--- src/rtl/cart_prg_pkg.sv ---
package cart_prg_pkg;

    localparam int NUM_WIN    = 3;
    localparam int MODE16_BIT = 6;
    localparam int SCRATCH_N  = 4;
    localparam int SCR_AW     = $clog2(SCRATCH_N);
    localparam int FULL_AW    = 22;

    localparam logic [15:0] ADDR_MODE     = 16'h8100;
    localparam logic [13:0] WIN_BASE_HI   = 14'h20C0;
    localparam logic [15:0] ADDR_OPENBUS  = 16'h5000;
    localparam logic [13:0] SCR_BASE_HI   = 14'h1440;

    typedef enum logic [1:0] {
        MIR_VERT  = 2'd0,
        MIR_HORZ  = 2'd1,
        MIR_ONE_A = 2'd2,
        MIR_ONE_B = 2'd3
    } mirror_e;

    typedef enum logic [1:0] {
        WR_NONE,
        WR_BANK,
        WR_MODE,
        WR_WIN
    } wr_kind_e;

    typedef struct packed {
        wr_kind_e    kind;
        logic [1:0]  win;
    } wr_dec_t;

    typedef struct packed {
        logic [7:0]                bank;
        logic [7:0]                mode;
        logic [NUM_WIN-1:0][7:0]   win;
    } prg_state_t;

    function automatic wr_dec_t decode_wr(input logic [15:0] a);
        wr_dec_t d;
        d.kind = WR_NONE;
        d.win  = 2'd0;
        if (a == 16'h8000 || a == 16'hB000 || a == 16'hB0FF || a == 16'hB1FF) begin
            d.kind = WR_BANK;
        end else if (a == ADDR_MODE) begin
            d.kind = WR_MODE;
        end else if (a[15:2] == WIN_BASE_HI && int'(a[1:0]) < NUM_WIN) begin
            d.kind = WR_WIN;
            d.win  = a[1:0];
        end
        return d;
    endfunction

    function automatic mirror_e mirror_of(input logic [7:0] mode);
        return mirror_e'(mode[1:0]);
    endfunction

    function automatic logic [7:0] upper16_idx(input logic [7:0] bank);
        return (bank & 8'h30) | 8'h0F;
    endfunction

    function automatic logic [7:0] lower16_idx(input logic [7:0] bank);
        return {2'b00, bank[5:0]};
    endfunction

endpackage

--- src/rtl/cart_prg_regs.sv ---
module cart_prg_regs
    import cart_prg_pkg::*;
(
    input  logic        clk,
    input  logic        rst,
    input  logic [15:0] cpu_addr,
    input  logic [7:0]  cpu_wdata,
    input  logic        cpu_we,
    output prg_state_t  st
);

    wr_dec_t    dec;
    logic [7:0] bank_q;
    logic [7:0] mode_q;
    logic [7:0] win_q [NUM_WIN];

    always_comb dec = decode_wr(cpu_addr);

    always_ff @(posedge clk) begin
        if (rst) begin
            bank_q <= '0;
        end else if (cpu_we && dec.kind == WR_BANK) begin
            bank_q <= cpu_wdata;
        end
    end

    always_ff @(posedge clk) begin
        if (rst) begin
            mode_q <= '0;
        end else if (cpu_we) begin
            unique case (dec.kind)
                WR_BANK: mode_q[MODE16_BIT] <= 1'b1;
                WR_MODE: begin
                    mode_q[7]   <= cpu_wdata[7];
                    mode_q[5:0] <= cpu_wdata[5:0];
                end
                WR_WIN:  mode_q[MODE16_BIT] <= 1'b0;
                default: ;
            endcase
        end
    end

    for (genvar i = 0; i < NUM_WIN; i++) begin : g_win
        always_ff @(posedge clk) begin
            if (rst) begin
                win_q[i] <= '0;
            end else if (cpu_we && dec.kind == WR_WIN && dec.win == 2'(i)) begin
                win_q[i] <= cpu_wdata;
            end
        end
        assign st.win[i] = win_q[i];
    end

    assign st.bank = bank_q;
    assign st.mode = mode_q;

    assert_bank_mode_R1: assert property (@(posedge clk) disable iff (rst)
        (cpu_we && (cpu_addr == 16'h8000 || cpu_addr == 16'hB000 ||
                    cpu_addr == 16'hB0FF || cpu_addr == 16'hB1FF))
        |=> (mode_q[MODE16_BIT] && bank_q == $past(cpu_wdata)));

    assert_mode_keep_R2: assert property (@(posedge clk) disable iff (rst)
        (cpu_we && cpu_addr == 16'h8100)
        |=> (mode_q[MODE16_BIT] == $past(mode_q[MODE16_BIT]) &&
             mode_q[5:0] == $past(cpu_wdata[5:0]) &&
             mode_q[7] == $past(cpu_wdata[7])));

    assert_win_clear_R3: assert property (@(posedge clk) disable iff (rst)
        (cpu_we && (cpu_addr == 16'h8300 || cpu_addr == 16'h8301 || cpu_addr == 16'h8302))
        |=> !mode_q[MODE16_BIT]);

    assert_reset_clear_R11: assert property (@(posedge clk)
        rst |=> (mode_q == 8'h00 && bank_q == 8'h00));

    assert_ignored_R12: assert property (@(posedge clk) disable iff (rst)
        (cpu_we && (cpu_addr == 16'h8001 || cpu_addr == 16'h8303))
        |=> ($stable(mode_q) && $stable(bank_q)));

endmodule

--- src/rtl/cart_prg_map.sv ---
module cart_prg_map
    import cart_prg_pkg::*;
#(
    parameter int ROM_KB = 256,
    parameter int ROM_AW = 18
) (
    input  logic              clk,
    input  logic              rst,
    input  prg_state_t        st,
    input  logic [15:0]       cpu_addr,
    output logic [ROM_AW-1:0] rom_addr,
    output logic              rom_sel
);

    localparam logic [7:0] LAST8 = 8'((ROM_KB / 8) - 1);
    localparam int         HI8_W = ROM_AW - 13;

    logic               mode16;
    logic [1:0]         wsel;
    logic [7:0]         idx16;
    logic [7:0]         idx8;
    logic [FULL_AW-1:0] full;

    assign mode16 = st.mode[MODE16_BIT];
    assign wsel   = cpu_addr[14:13];

    always_comb begin
        idx16 = cpu_addr[14] ? upper16_idx(st.bank) : lower16_idx(st.bank);
        idx8  = LAST8;
        for (int i = 0; i < NUM_WIN; i++) begin
            if (wsel == 2'(i)) idx8 = st.win[i];
        end
        if (mode16) begin
            full = {idx16, cpu_addr[13:0]};
        end else begin
            full = {1'b0, idx8, cpu_addr[12:0]};
        end
    end

    assign rom_addr = full[ROM_AW-1:0];
    assign rom_sel  = cpu_addr[15];

    assert_low_pass16_R4: assert property (@(posedge clk) disable iff (rst)
        (mode16 && cpu_addr[15]) |-> rom_addr[13:0] == cpu_addr[13:0]);

    assert_last_win_R6: assert property (@(posedge clk) disable iff (rst)
        (!mode16 && cpu_addr[15:13] == 3'b111)
        |-> (rom_addr[12:0] == cpu_addr[12:0] &&
             rom_addr[ROM_AW-1:13] == HI8_W'((ROM_KB / 8) - 1)));

    assert_sel_window_R7: assert property (@(posedge clk) disable iff (rst)
        rom_sel == (cpu_addr >= 16'h8000));

endmodule

--- src/rtl/cart_exp_regs.sv ---
module cart_exp_regs
    import cart_prg_pkg::*;
(
    input  logic        clk,
    input  logic        rst,
    input  logic [15:0] cpu_addr,
    input  logic [7:0]  cpu_wdata,
    input  logic        cpu_we,
    input  logic [7:0]  bus_float,
    output logic [7:0]  exp_rdata,
    output logic        exp_hit
);

    logic             scr_hit;
    logic             ob_hit;
    logic [SCR_AW-1:0] sidx;
    logic [7:0]       scr_q [SCRATCH_N];
    logic [7:0]       scr_rd;

    assign scr_hit = (cpu_addr[15:SCR_AW] == SCR_BASE_HI);
    assign ob_hit  = (cpu_addr == ADDR_OPENBUS);
    assign sidx    = cpu_addr[SCR_AW-1:0];

    for (genvar i = 0; i < SCRATCH_N; i++) begin : g_scr
        always_ff @(posedge clk) begin
            if (rst) begin
                scr_q[i] <= '0;
            end else if (cpu_we && scr_hit && sidx == SCR_AW'(i)) begin
                scr_q[i] <= cpu_wdata;
            end
        end
    end

    always_comb begin
        scr_rd = '0;
        for (int i = 0; i < SCRATCH_N; i++) begin
            if (sidx == SCR_AW'(i)) scr_rd = scr_q[i];
        end
    end

    always_comb begin
        exp_rdata = 8'h00;
        if (ob_hit) begin
            exp_rdata = {bus_float[7:2], 2'b00};
        end else if (scr_hit) begin
            exp_rdata = scr_rd;
        end
    end

    assign exp_hit = ob_hit | scr_hit;

    assert_open_bus_R9: assert property (@(posedge clk) disable iff (rst)
        (cpu_addr == 16'h5000) |-> (exp_hit && exp_rdata[1:0] == 2'b00 &&
                                    exp_rdata[7:2] == bus_float[7:2]));

    assert_scratch_keep_R10: assert property (@(posedge clk) disable iff (rst)
        (!cpu_we && cpu_addr[15:2] == 14'h1440) ##1 (cpu_addr == $past(cpu_addr))
        |-> $stable(exp_rdata));

    assert_miss_R10: assert property (@(posedge clk) disable iff (rst)
        (cpu_addr != 16'h5000 && cpu_addr[15:2] != 14'h1440)
        |-> (!exp_hit && exp_rdata == 8'h00));

endmodule

--- src/rtl/cart_prg_bank.sv ---
module cart_prg_bank
    import cart_prg_pkg::*;
#(
    parameter  int ROM_KB = 256,
    localparam int ROM_AW = $clog2(ROM_KB * 1024)
) (
    input  logic              clk,
    input  logic              rst,
    input  logic [15:0]       cpu_addr,
    input  logic [7:0]        cpu_wdata,
    input  logic              cpu_we,
    input  logic [7:0]        bus_float,
    output logic [ROM_AW-1:0] rom_addr,
    output logic              rom_sel,
    output logic [1:0]        mirror,
    output logic [7:0]        exp_rdata,
    output logic              exp_hit
);

    prg_state_t st;
    mirror_e    mir;

    cart_prg_regs u_regs (
        .clk       (clk),
        .rst       (rst),
        .cpu_addr  (cpu_addr),
        .cpu_wdata (cpu_wdata),
        .cpu_we    (cpu_we),
        .st        (st)
    );

    cart_prg_map #(
        .ROM_KB (ROM_KB),
        .ROM_AW (ROM_AW)
    ) u_map (
        .clk      (clk),
        .rst      (rst),
        .st       (st),
        .cpu_addr (cpu_addr),
        .rom_addr (rom_addr),
        .rom_sel  (rom_sel)
    );

    cart_exp_regs u_exp (
        .clk       (clk),
        .rst       (rst),
        .cpu_addr  (cpu_addr),
        .cpu_wdata (cpu_wdata),
        .cpu_we    (cpu_we),
        .bus_float (bus_float),
        .exp_rdata (exp_rdata),
        .exp_hit   (exp_hit)
    );

    assign mir    = mirror_of(st.mode);
    assign mirror = mir;

    assert_mirror_follow_R8: assert property (@(posedge clk) disable iff (rst)
        (cpu_we && cpu_addr == 16'h8100) |=> mirror == $past(cpu_wdata[1:0]));

endmodule

--- config.mk ---
export PLATFORM = sky130hd
export DESIGN_NAME = cart_prg_bank
export DESIGN_NICKNAME = d
export VERILOG_FILES = /design/src/rtl/cart_prg_pkg.sv /design/src/rtl/cart_prg_regs.sv /design/src/rtl/cart_prg_map.sv /design/src/rtl/cart_exp_regs.sv /design/src/rtl/cart_prg_bank.sv
export SDC_FILE = /design/constraint.sdc
export NUM_CORES = 1
export LEC_CHECK = 0
export BUFFER_PORTS_ARGS = -buffer_cell sky130_fd_sc_hd__buf_2
export CORE_MARGIN = 2
export CORE_UTILIZATION = 45
export CTS_CLUSTER_SIZE = 28
export DETAILED_ROUTE_END_ITERATION = 8
export PLACE_DENSITY = 0.71
export SLEW_MARGIN = 40
export SYNTH_ARGS = -nofsm -noshare
export SYNTH_HDL_FRONTEND = slang
export SYNTH_HIERARCHICAL = 1
export SYNTH_SLANG_ARGS = --single-unit
--- constraint.sdc ---
create_clock -name clk -period 3.3 [get_ports clk]
set_input_delay 0.33 -clock clk [delete_from_list [all_inputs] [get_ports clk]]
set_output_delay 0.33 -clock clk [all_outputs]
set_load 0.02 [all_outputs]
# Yosys cells after proc, flatten, opt, wreduce, memory -nomap -nowiden
# Memory sizes are Yosys's and may differ from the RTL's.
# Cells that the tools add are included.
word_totals:
  latchBits: 0
  memories: 2
  out_inout_bits: 30
  ff_bits: 7
  wordCells: 99
  romBits: 0
  input_bits: 35
  mem_bits_rw: 56
classes:
  bitwise: 8
  n_shift: 0
  eq_ne: 18
  magnitude_cmp: 1
  reduce_logical: 20
  muxes: 47
  n_div: 0
  n_mul: 0
  addsub: 0
memory_table:
  columns: ["memory", "depth", "width", "rd", "rd_clocked_by_memory_dff", "wr", "line", "text"]
  rows:
  - ["u_exp.scr_q", 4, 8, 4, 0, 4, "cart_exp_regs.sv:17", "logic [7:0] scr_q [SCRATCH_N];"]
  - ["u_regs.win_q", 3, 8, 3, 0, 3, "cart_prg_regs.sv:15", "logic [7:0] win_q [NUM_WIN];"]
ops:
  columns: ["cell", "count"]
  rows:
  - ["two-way mux 8 bit", 13]
  - ["equality test 16 bit, second input constant", 5]
  - ["two-way mux 1 bit", 23]
  - ["two-way mux 18 bit", 1]
  - ["equality test 16 x 15 -> 1 bit, second input constant", 1]
  - ["two-way mux 5 bit", 3]
  - ["equality test 14 x 13 -> 1 bit, second input constant", 1]
  - ["equality test 14 bit, second input constant", 1]
  - ["equality test 2 bit, second input constant", 6]
  - ["logical AND 1 bit", 11]
  - ["equality test 2 x 1 -> 1 bit, second input constant", 4]
  - ["two-way mux 2 bit", 4]
  - ["two-way mux 4 bit", 2]
  - ["OR 1 bit", 8]
  - ["logical NOT 2 bit", 3]
  - ["AND reduction 2 bit", 2]
  - ["logical OR 1 bit", 3]
  - ["less-than comparator 2 bit, second input constant", 1]
  - ["case mux 1 bit (2 select lines)", 1]
  - ["nonzero test 2 bit", 1]

# Logic depth before layout (Yosys ltp)
logic_depth:
  depth_word: 12
  depth_mapped: 5
  depth_no_buf: 4

# Hierarchy
# Netlist, hierarchy kept.
by_module_without_submodules:
  columns: ["mod", "n_inst", "area_per_inst_um2", "cells_each", "seq_area_each_um2"]
  rows:
  - ["cart_exp_regs", 1, 1786.7, 128, 960.9]
  - ["cart_prg_regs", 1, 1765.4, 142, 1041.0]
  - ["cart_prg_map", 1, 255.2, 36, 0.0]

# Worst setup path before layout
# No wires, ideal clock.
synth_path:
  path_type: "input to register"
  start: "in cpu_addr[11]"
  end: "mem u_exp.scr_q[1][0], enable pin"
  setup_ps: 375
  required_ps: 2925
  slack_ps: 1411
  path_buffers: 1
  stages: 4
  arrival_time_ps: 1515
  cell_sequence: "nor4_4 nand4_4 buf_6 o21bai_1"
synth_rtl:
  columns: ["item", "line", "text"]
  rows:
  - ["start: declaration", "cart_prg_bank.sv:9", "input logic [15:0] cpu_addr,"]
  - ["end: declaration", "cart_exp_regs.sv:17", null]

# Final worst setup path
layout_path:
  start: "in cpu_addr[5]"
  end: "out exp_rdata[1]"
layout_via:
  elab_chain_cells: 3
  word_cells_on_any_way: 4
  classes_between: "2 x eq/ne; 2 x mux"
layout_lines:
  columns: ["item", "line", "text"]
  rows:
  - ["equality test 14 x 13 -> 1 bit", "cart_exp_regs.sv:20", "assign scr_hit = (cpu_addr[15:SCR_AW] == SCR_BASE_HI);"]
  - ["two-way mux 8 bit", "cart_exp_regs.sv:45", "end else if (scr_hit) begin"]
  - ["two-way mux 8 bit *", "cart_exp_regs.sv:43", "if (ob_hit) begin"]
  - ["end: declaration", "cart_prg_bank.sv:16", "output logic [7:0] exp_rdata,"]
# Every way passes the cells marked *; elsewhere a longest branch is shown, timed or not.

==> load_flow_metrics.sql <==
INSERT INTO impl_metrics (metric_group, metric, value, unit) VALUES
('outcome', 'run_status', 'finished clean', ''),
('finish', 'antennaDiodeCount', '0', ''),
('worst_setup_path', 'critical_path.startpoint_type', 'input port', ''),
('worst_setup_path', 'crit_required', '2970', 'ps'),
('sta', 'hold_viol', '0', ''),
('synthesis', 'syn_area_per_cell', '12.2', 'um2'),
('synthesis', 'netlist_instances', '254', ''),
('clock_network', 'post_cts_buffers', '0', ''),
('clock_network', 'clock_tree_from_tritoncts', 'built', ''),
('worst_setup_path', 'timing.critical_path.to_type', 'primary output', ''),
('grt', 'gr-total-overflow', '0', ''),
('clock_network', 'clock_insertion_delay_worst_skew', '300', 'ps'),
('sta', 'setup_viol_count_final', '0', ''),
('sta', 'clock.fmax', '0.452', 'GHz'),
('synthesis', 'ys_warn_count', '6', ''),
('worst_setup_path', 'crit_top_cell', 'buf_2', ''),
('pwr', 'power.leakage', '1.28', 'nW'),
('floorplanning', 'pin_count', '65', ''),
('min_path', 'whs_path_depth', '3', ''),
('sta', 'timing.final.crit_period', '2210', 'ps'),
('finish', 'nets_finish', '334', ''),
('finish', 'layout_common_cells', 'buf_2, edfxtp_1, nand2b_1, nor3_2', ''),
('worst_setup_path', 'critical_path_class', 'in -> out', ''),
('worst_setup_path', 'rr_startpoint', 'u_regs/mode_q[6]', ''),
('floorplanning', 'initial_core_util', '46.2', '%'),
('clock_network', 'cts.repair.resized', '0', ''),
('routing', 'detailroute.via_count', '2139', ''),
('sta', 'worst_slew_margin_rel', '46.2', '%'),
('grt', 'track_usage', '17.6', '%'),
('min_path', 'timing.hold.worst_endpoint', 'u_regs/bank_q[3]', ''),
('grt', 'largest_net_degree_at_the_start_of_global_routing', '28', ''),
('sta', 'grt_setup_unrepaired', 'false', ''),
('floorplanning', 'row_count', '30', ''),
('pwr', 'p_total', '1.30', 'mW'),
('grt', 'number_of_antenna_violations_at_the_first_check_in_global_routing', '0', ''),
('clock_network', 'clock_sink_count', '54', ''),
('floorplanning', 'die_height', '87.1', 'um'),
('worst_setup_path', 'worst_path_max_delay_cell', 'nand4_1', ''),
('worst_setup_path', 'crit_start', 'cpu_addr[5]', ''),
('place', 'pre_cts_slack', '987', 'ps'),
('worst_setup_path', 'depth_of_the_worst_register_to_register_path', '2', ''),
('synthesis', 'syn-cell-area', '0.00310', 'mm2'),
('finish', 'fin_util', '51.2', '%'),
('min_path', 'min-delay-path-class', 'in -> reg', ''),
('place', 'place.port_buffers', '62', ''),
('worst_setup_path', 'cell_by_cell_trace_of_the_critical_path', 'buf_2, nor3_1, nand4_1, nor2b_1, buf_2', ''),
('worst_setup_path', 'path_delay_family', 'simple AND/OR/NAND/NOR gates', ''),
('floorplanning', 'core', '0.00672', 'mm2'),
('finish', 'syn_to_layout_area_delta', '10.8', '%'),
('routing', 'route.detailed.drc', '0', ''),
('routing', 'ant_nets', '0', ''),
('clock_network', 'clk_root_buffer_cell', 'clkbuf_8', ''),
('routing', 'firstDrtPassIters', '4', ''),
('place', 'gp_routability_congestion', '0.820', ''),
('worst_setup_path', 'r2r_slack', '2580', 'ps'),
('sta', 'clock-skew-final', '0', 'ps'),
('worst_setup_path', 'timing.critical_path.buf_inv', '2', ''),
('finish', 'n_fill_cell', '605', ''),
('clock_network', 'clockBufferDepth', '2', ''),
('pwr', 'vdd_ir_max', '0.167', 'mV'),
('routing', 'drt-initial-drc-count', '86', ''),
('worst_setup_path', 'slowest_delay', '500', 'ps'),
('pwr', 'power.density', '378', 'mW/mm2'),
('routing', 'vias_per_cell', '5.63', ''),
('floorplanning', 'die_x', '87.1', 'um'),
('sta', 'drv_slew', '0', ''),
('grt', 'grt_pass1_vias', '2019', ''),
('routing', 'wl_per_cell', '16.7', 'um'),
('finish', 'final_common_cell', 'buf_2', ''),
('clock_network', 'clkSlewWorstSetupHoldPaths', '90', 'ps'),
('finish', 'post_route_cells_drive_above_1_share', '37.3', '%');
[per-layer routing]
layer | part of all wire [%] | global-route usage, % | vias to the layer above
met3 | 5.3 | 3.13 | 13
met5 | 0 | 0 | -
li1 | - | - | 1020
met1 | 45 | 23.8 | 1032
met4 | 2.0 | 6.25 | 0
met2 | 48 | 28.3 | 74
[layout make-up]
cell class | count | area, um2 | share of cell area [%]
clock buffer | 6 | 72.6 | 2.11
sequential | 54 | 1550 | 45.1
multi-input combinational | 156 | 1300 | 37.9
tap | 80 | 100 | 2.91
timing repair buffer | 67 | 348 | 10.1
clock inverter | 2 | 8.76 | 0.255
inverter | 15 | 56.3 | 1.64
[report_power, final]
| part | internal, mW | switching (mW) |
|---|---|---|
| combinational | 0.0663 | 0.111 |
| sequential | 0.767 | 0.00714 |
| clock | 0.146 | 0.201 |
| total | 0.980 | 0.320 |
[worst min-delay path: cells and delay by family]
family / cells / cell delay (ps)
and+or+nand+nor: 1 / 70
muxes: 1 / 60
buffers and inverters: 1 / 130
[metrics by stage]
step / cell area, um2 / hold slack (ps)
6_report: 3440 / 319
5_1_grt: 3440 / 335
4_1_cts: 3430 / 316
3_5_place_dp: 3350 / 461
3_3_place_gp: 3350 / 460
2_1_floorplan: 3100 / 452
[flip-flops by register name (all words and copies together) (netlist names)]
signal         flops
u_exp/scr_q       32
u_regs/win_q      15
u_regs/bank_q      4
u_regs/mode_q      3
[worst max-delay path by stage]
stage | end | slack [ps] | cells past startpoint
6_report | exp_rdata[1] | 1090 | 5
5_1_grt | exp_rdata[1] | 890 | 5
4_1_cts | exp_rdata[1] | 1070 | 5
3_5_place_dp | u_exp/scr_q[0][6] | 990 | 5
3_3_place_gp | u_exp/scr_q[1][3] | 1020 | 5
2_1_floorplan | u_exp/scr_q[1][0] | 1410 | 4
(Power assumes the default switching activity.)
